<file path="config.mk">
export PLATFORM = sky130hd
export DESIGN_NAME = stat_word_core
export DESIGN_NICKNAME = d
export VERILOG_FILES = /design/src/rtl/stat_word_pkg.sv /design/src/rtl/stat_word_cmd_dec.sv /design/src/rtl/stat_word_alu_src.sv /design/src/rtl/stat_word_merge.sv /design/src/rtl/stat_word_cond.sv /design/src/rtl/stat_word_core.sv
export SDC_FILE = /design/constraint.sdc
export NUM_CORES = 1
export LEC_CHECK = 0
export ABC_AREA = 1
export BUFFER_PORTS_ARGS = -buffer_cell sky130_fd_sc_hd__buf_2
export CORE_MARGIN = 5
export CORE_UTILIZATION = 30
export DETAILED_ROUTE_END_ITERATION = 16
export PLACE_DENSITY = 0.8
export SKIP_CTS_REPAIR_TIMING = 1
export SYNTH_ARGS = -nofsm -noshare
export SYNTH_HDL_FRONTEND = slang
export SYNTH_SLANG_ARGS = --single-unit
</file>
<file path="constraint.sdc">
create_clock -name clk -period 1.4 [get_ports clk]
set_input_delay 0.07 -clock clk [delete_from_list [all_inputs] [get_ports clk]]
set_output_delay 0.07 -clock clk [all_outputs]
set_load 0.01 [all_outputs]
</file>
<file path="src/rtl/stat_word_pkg.sv">
package stat_word_pkg;
   // Bit positions: other logic decodes these, so the order is fixed
   localparam int FL_C = 0;
   localparam int FL_Z = 1;
   localparam int FL_I = 2;
   localparam int FL_H = 3;
   localparam int FL_B = 4;
   localparam int FL_G = 5;
   localparam int FL_V = 6;
   localparam int FL_N = 7;
   localparam int FLAG_CNT = 8;

   typedef enum logic [3:0] {
      FCMD_NOP     = 4'd0,
      FCMD_SET_C   = 4'd1,
      FCMD_CLR_C   = 4'd2,
      FCMD_INT_ON  = 4'd3,
      FCMD_INT_OFF = 4'd4,
      FCMD_SET_G   = 4'd5,
      FCMD_CLR_G   = 4'd6,
      FCMD_CLR_V   = 4'd7,
      FCMD_BRK     = 4'd8
   } fcmd_e;
endpackage

</file>
<file path="src/rtl/stat_word_cmd_dec.sv">
module stat_word_cmd_dec
   import stat_word_pkg::*;
#(
   parameter int FLAGS = FLAG_CNT
) (
   input  logic [3:0]       cmd,
   output logic [FLAGS-1:0] set_m,
   output logic [FLAGS-1:0] clr_m
);
   always_comb begin
      set_m = '0;
      clr_m = '0;
      case (fcmd_e'(cmd))
         FCMD_SET_C:   set_m[FL_C] = 1'b1;
         FCMD_CLR_C:   clr_m[FL_C] = 1'b1;
         FCMD_INT_ON:  set_m[FL_I] = 1'b1;
         FCMD_INT_OFF: clr_m[FL_I] = 1'b1;
         FCMD_SET_G:   set_m[FL_G] = 1'b1;
         FCMD_CLR_G:   clr_m[FL_G] = 1'b1;
         FCMD_CLR_V: begin
            clr_m[FL_V] = 1'b1;
            clr_m[FL_H] = 1'b1;
         end
         FCMD_BRK:     set_m[FL_B] = 1'b1;
         default: ;
      endcase
   end
endmodule

</file>
<file path="src/rtl/stat_word_alu_src.sv">
module stat_word_alu_src
   import stat_word_pkg::*;
#(
   parameter int DATA_W = 8,
   localparam int WIDE_W = 2 * DATA_W
) (
   input  logic              en,
   input  logic              arith,
   input  logic              wide,
   input  logic [WIDE_W-1:0] res,
   input  logic              cy7,
   input  logic              cy3,
   input  logic              ovf,
   input  logic              bt_en,
   input  logic [DATA_W-1:0] bt_data,
   output logic [FLAG_CNT-1:0] we,
   output logic [FLAG_CNT-1:0] val
);
   logic lo_zero;
   logic hi_zero;

   assign lo_zero = (res[DATA_W-1:0] == '0);
   assign hi_zero = (res[WIDE_W-1:DATA_W] == '0);

   always_comb begin
      we  = '0;
      val = '0;
      if (en) begin
         we[FL_N]  = 1'b1;
         we[FL_Z]  = 1'b1;
         val[FL_N] = wide ? res[WIDE_W-1] : res[DATA_W-1];
         val[FL_Z] = lo_zero & (hi_zero | ~wide);
         if (arith) begin
            we[FL_C]  = 1'b1;
            we[FL_H]  = 1'b1;
            we[FL_V]  = 1'b1;
            val[FL_C] = cy7;
            val[FL_H] = cy3;
            val[FL_V] = ovf;
         end
      end
      // bit test outranks the ALU for N and V
      if (bt_en) begin
         we[FL_N]  = 1'b1;
         we[FL_V]  = 1'b1;
         val[FL_N] = bt_data[DATA_W-1];
         val[FL_V] = bt_data[DATA_W-2];
      end
   end
endmodule

</file>
<file path="src/rtl/stat_word_merge.sv">
module stat_word_merge
   import stat_word_pkg::*;
#(
   parameter int FLAGS = FLAG_CNT
) (
   input  logic [FLAGS-1:0] cur,
   input  logic             ld_en,
   input  logic [FLAGS-1:0] ld_val,
   input  logic [FLAGS-1:0] set_m,
   input  logic [FLAGS-1:0] clr_m,
   input  logic [FLAGS-1:0] src_we,
   input  logic [FLAGS-1:0] src_val,
   output logic [FLAGS-1:0] nxt
);
   for (genvar b = 0; b < FLAGS; b++) begin : g_bit
      always_comb begin
         if (ld_en)           nxt[b] = ld_val[b];
         else if (set_m[b])   nxt[b] = 1'b1;
         else if (clr_m[b])   nxt[b] = 1'b0;
         else if (src_we[b])  nxt[b] = src_val[b];
         else                 nxt[b] = cur[b];
      end
   end
endmodule

</file>
<file path="src/rtl/stat_word_cond.sv">
module stat_word_cond
   import stat_word_pkg::*;
(
   input  logic [FLAG_CNT-1:0] q,
   output logic                page1,
   output logic                cs,
   output logic                cc,
   output logic                eq,
   output logic                ne,
   output logic                vs,
   output logic                vc
);
   assign page1 = q[FL_G];
   assign cs    = q[FL_C];
   assign cc    = ~q[FL_C];
   assign eq    = q[FL_Z];
   assign ne    = ~q[FL_Z];
   assign vs    = q[FL_V];
   assign vc    = ~q[FL_V];
endmodule

</file>
<file path="src/rtl/stat_word_core.sv">
module stat_word_core
   import stat_word_pkg::*;
#(
   parameter int DATA_W = 8,
   localparam int WIDE_W = 2 * DATA_W
) (
   input  logic              clk,
   input  logic              rst_n,
   input  logic              alu_en,
   input  logic              alu_arith,
   input  logic              alu_wide,
   input  logic [WIDE_W-1:0] alu_result,
   input  logic              alu_cy7,
   input  logic              alu_cy3,
   input  logic              alu_ovf,
   input  logic [3:0]        flag_cmd,
   input  logic              btst_en,
   input  logic [DATA_W-1:0] btst_data,
   input  logic              load_en,
   input  logic [DATA_W-1:0] load_data,
   output logic [DATA_W-1:0] psw,
   output logic              dp_page1,
   output logic              br_cs,
   output logic              br_cc,
   output logic              br_eq,
   output logic              br_ne,
   output logic              br_vs,
   output logic              br_vc
);
   if (DATA_W != FLAG_CNT) begin : g_width_check
      $error("stat_word_core: DATA_W must equal the flag count");
   end

   logic [FLAG_CNT-1:0] q_r;
   logic [FLAG_CNT-1:0] nxt;
   logic [FLAG_CNT-1:0] set_m;
   logic [FLAG_CNT-1:0] clr_m;
   logic [FLAG_CNT-1:0] src_we;
   logic [FLAG_CNT-1:0] src_val;

   stat_word_cmd_dec #(.FLAGS(FLAG_CNT)) u_dec (
      .cmd   (flag_cmd),
      .set_m (set_m),
      .clr_m (clr_m)
   );

   stat_word_alu_src #(.DATA_W(DATA_W)) u_src (
      .en      (alu_en),
      .arith   (alu_arith),
      .wide    (alu_wide),
      .res     (alu_result),
      .cy7     (alu_cy7),
      .cy3     (alu_cy3),
      .ovf     (alu_ovf),
      .bt_en   (btst_en),
      .bt_data (btst_data),
      .we      (src_we),
      .val     (src_val)
   );

   stat_word_merge #(.FLAGS(FLAG_CNT)) u_merge (
      .cur     (q_r),
      .ld_en   (load_en),
      .ld_val  (load_data),
      .set_m   (set_m),
      .clr_m   (clr_m),
      .src_we  (src_we),
      .src_val (src_val),
      .nxt     (nxt)
   );

   always_ff @(posedge clk or negedge rst_n) begin
      if (!rst_n) q_r <= '0;
      else        q_r <= nxt;
   end

   assign psw = q_r;

   stat_word_cond u_cond (
      .q     (q_r),
      .page1 (dp_page1),
      .cs    (br_cs),
      .cc    (br_cc),
      .eq    (br_eq),
      .ne    (br_ne),
      .vs    (br_vs),
      .vc    (br_vc)
   );
endmodule

</file>
==> results.tsv <==
stage	metric	value	unit
logic_synthesis	seq_area_frac_synth	0.327	
layout	areaGrowthSynthToFinish	48.3	%
min_path	hp-start	load_data[1]	
timing	clock.fmax	1.09	GHz
die	fp.coreArea	1960	um^2
clock_tree	clock-root-buffer	clkbuf_4	
clock_tree	numCtsBuffers	3	
critical_path	crit_slowest_cell	dfrtp_1	
logic_synthesis	yosysTopAreaCell	dfrtp_1	
logic_synthesis	ys_types	17	
logic_synthesis	synthTopCellsByArea	dfrtp_1 (33%), nand2_1 (13%), nor2_1 (13%), a21oi_1 (8.2%), inv_1 (6.1%)	
clock_tree	insertion_delay	0.26	ns
layout	largest_reg_flops	8	
drt	ant_nets	0	
critical_path	worst-endpoint-required	1.33	ns
placement	gp_congestion	0.660	
die	rows	16	
layout	fillers	213	
critical_path	path_max_fanout	3	
global_route	track_usage	0.137	
logic_synthesis	syn_area_per_cell	6.24	um^2
logic_synthesis	yosysWarningCount	0	
run	max_cap_violations	0	
critical_path	critPathCaptureType	output port	
global_route	gr-total-overflow	0	
timing	slew_violations	0	
die	io_pins	61	
drt	drt_iter0_markers	22	
die	dieWidth	55.2	um
logic_synthesis	synth_nets	144	
clock_tree	cts_buffer_depth	2	
die	floorplan.initialDensity	0.312	
timing	slew_headroom	0.853	
logic_synthesis	async_reset_ff_frac	1.00	
layout	final_layout_size_suffix_gt1_frac	0.404	
timing	grt_setup_unrepaired	false	
logic_synthesis	synth_edf_count	0	
die	fp.dieH	55.2	um
timing	worstMarginPinSlew	0.220	ns
critical_path	worstSetupPathType	register to output port	
timing	setup_viol	0	
logic_synthesis	synth_top_area_frac	0.327	
drt	wl	1960	um
drt	drc	0	
layout	final_core_util	0.462	
power	ir_drop	0.316	mV
critical_path	timing.rr.start	psw[1]	
layout	fin_nets	199	
critical_path	startpoint	psw[0]	
global_route	grt_pass1_wl	2900	um
timing	hold_viol	0	
drt	vias	846	
critical_path	path_cells	inv_1, buf_2	
timing	fin_crit	0.917	ns
global_route	grt_max_degree	13	
logic_synthesis	synth-main-ff-cell	dfrtp_1	
placement	port_buffers	54	
timing	fin_crit_sh	0.655	
critical_path	path_buf_inv	2	
run_status	outcome	finished clean	
power	p_per_area	738	nW/um^2
clock_tree	cts_tree	built	
die	die_area	3040	um^2
global_route	antenna_found_initial	0	
layout	antennaDiodeCount	0	
timing	fin_tns_setup	0	ns
logic_synthesis	syn_inst	98	
critical_path	crit_path_max_incr_delay	0.38	ns
logic_synthesis	synth_area	612	um^2
timing	fin_worst_skew	0	ns
power	p_leak	0.517	nW
drt	first_pass_iters	4	
placement	dp_hpwl	1660	um
clock_tree	htreeDepth	1	
drt	wire_per_inst	11.0	um
global_route	grt_pass1_vias	728	
critical_path	critPathArrivalTime	0.85	ns
clock_tree	clk_pin_slew	0.06	ns
critical_path	crit_path_start_kind	register	
logic_synthesis	synth-seq-cells	8	
logic_synthesis	synth_common_cells	nand2_1 (21), nor2_1 (21), a21oi_1 (10), inv_1 (10), dfrtp_1 (8)	
critical_path	cp_top_family	flip-flops	
drt	vias_per_cell	4.75	
clock_tree	clock-sinks	8	
min_path	hp-class	input port to register	
==> cell families after synthesis <==
family,share of synthesized area
AND/OR/NAND/NOR,0.417
flip-flops,0.327
AO/OA/AOI/OAI,0.115
buffers and inverters,0.141
==> stage by stage <==
step	instance area (um^2)	cells	hold WS (ns)	setup slack, ns	total power [W]
floorplan	612	98	-0.226	0.553	0.000383
global placement	875	174	-0.0764	0.535	0.000482
detailed placement	875	174	-0.0697	0.521	0.000490
CTS	897	177	-0.351	0.480	0.000676
global route	907	178	0.0470	0.430	0.000722
finish	907	178	0.0283	0.483	0.000669
==> metal layers <==
layer / wire length, um / global-route usage / vias to the layer above
met1: 737 / 0.155 / 365
li1: - / - / 422
met2: 898 / 0.240 / 54
met3: 281 / 0.0188 / 5
met5: 0 / 0 / -
met4: 41 / 0.0850 / 0
==> power breakdown <==
| group | total, W | internal, W | switching (W) |
|---|---|---|---|
| Combinational | 0.000218 | 0.000101 | 0.000118 |
| Sequential | 0.000267 | 0.000254 | 0.0000133 |
| Clock | 0.000184 | 0.0000986 | 0.0000853 |
==> layout make-up <==
| class | count | area (um^2) | share of cell area |
|---|---|---|---|
| Multi-Input combinational cell | 73 | 325 | 0.359 |
| Sequential cell | 8 | 200 | 0.221 |
| Timing Repair Buffer | 55 | 280 | 0.309 |
| Clock buffer | 3 | 22.5 | 0.0248 |
| Tap cell | 27 | 33.8 | 0.0372 |
| Inverter | 12 | 45.0 | 0.0497 |
==> cells in the final DEF, fill, tap and decap left out <==
cell type | netlist | final
buf_2 | 0 | 54
nor2_1 | 21 | 21
nand2_1 | 21 | 21
inv_1 | 10 | 10
a21oi_1 | 10 | 10
dfrtp_1 | 8 | 8
nand3_1 | 7 | 7
nand4_1 | 5 | 5
o21ai_0 | 3 | 3
clkbuf_4 | 0 | 3
inv_2 | 2 | 2
nand3b_1 | 1 | 1
or2_2 | 1 | 1
or2_1 | 1 | 1
o21ai_1 | 1 | 1
nor2_2 | 1 | 1
nor3_1 | 1 | 1
dlygate4sd3_1 | 0 | 1
==> worst register-to-register path, stage by stage, from the launching register on <==
cell	delay (ns)
dfrtp_1	0.39
inv_1	0.08
nor3_1	0.04
a21oi_1	0.11
nand2_1	0.06
==> worst paths after layout <==
kind | end | slack [ns] | cells past startpoint
max | br_cc | 0.48 | 2
min | psw[1] | 0.03 | 3
max reg2reg | psw[1] | 0.61 | 4
min reg2reg | psw[2] | 0.54 | 2
max in group asynchronous | psw[1] | 1.03 | 2
min in group asynchronous | psw[3] | 0.19 | 2
Power figures use the tool's default switching activity.
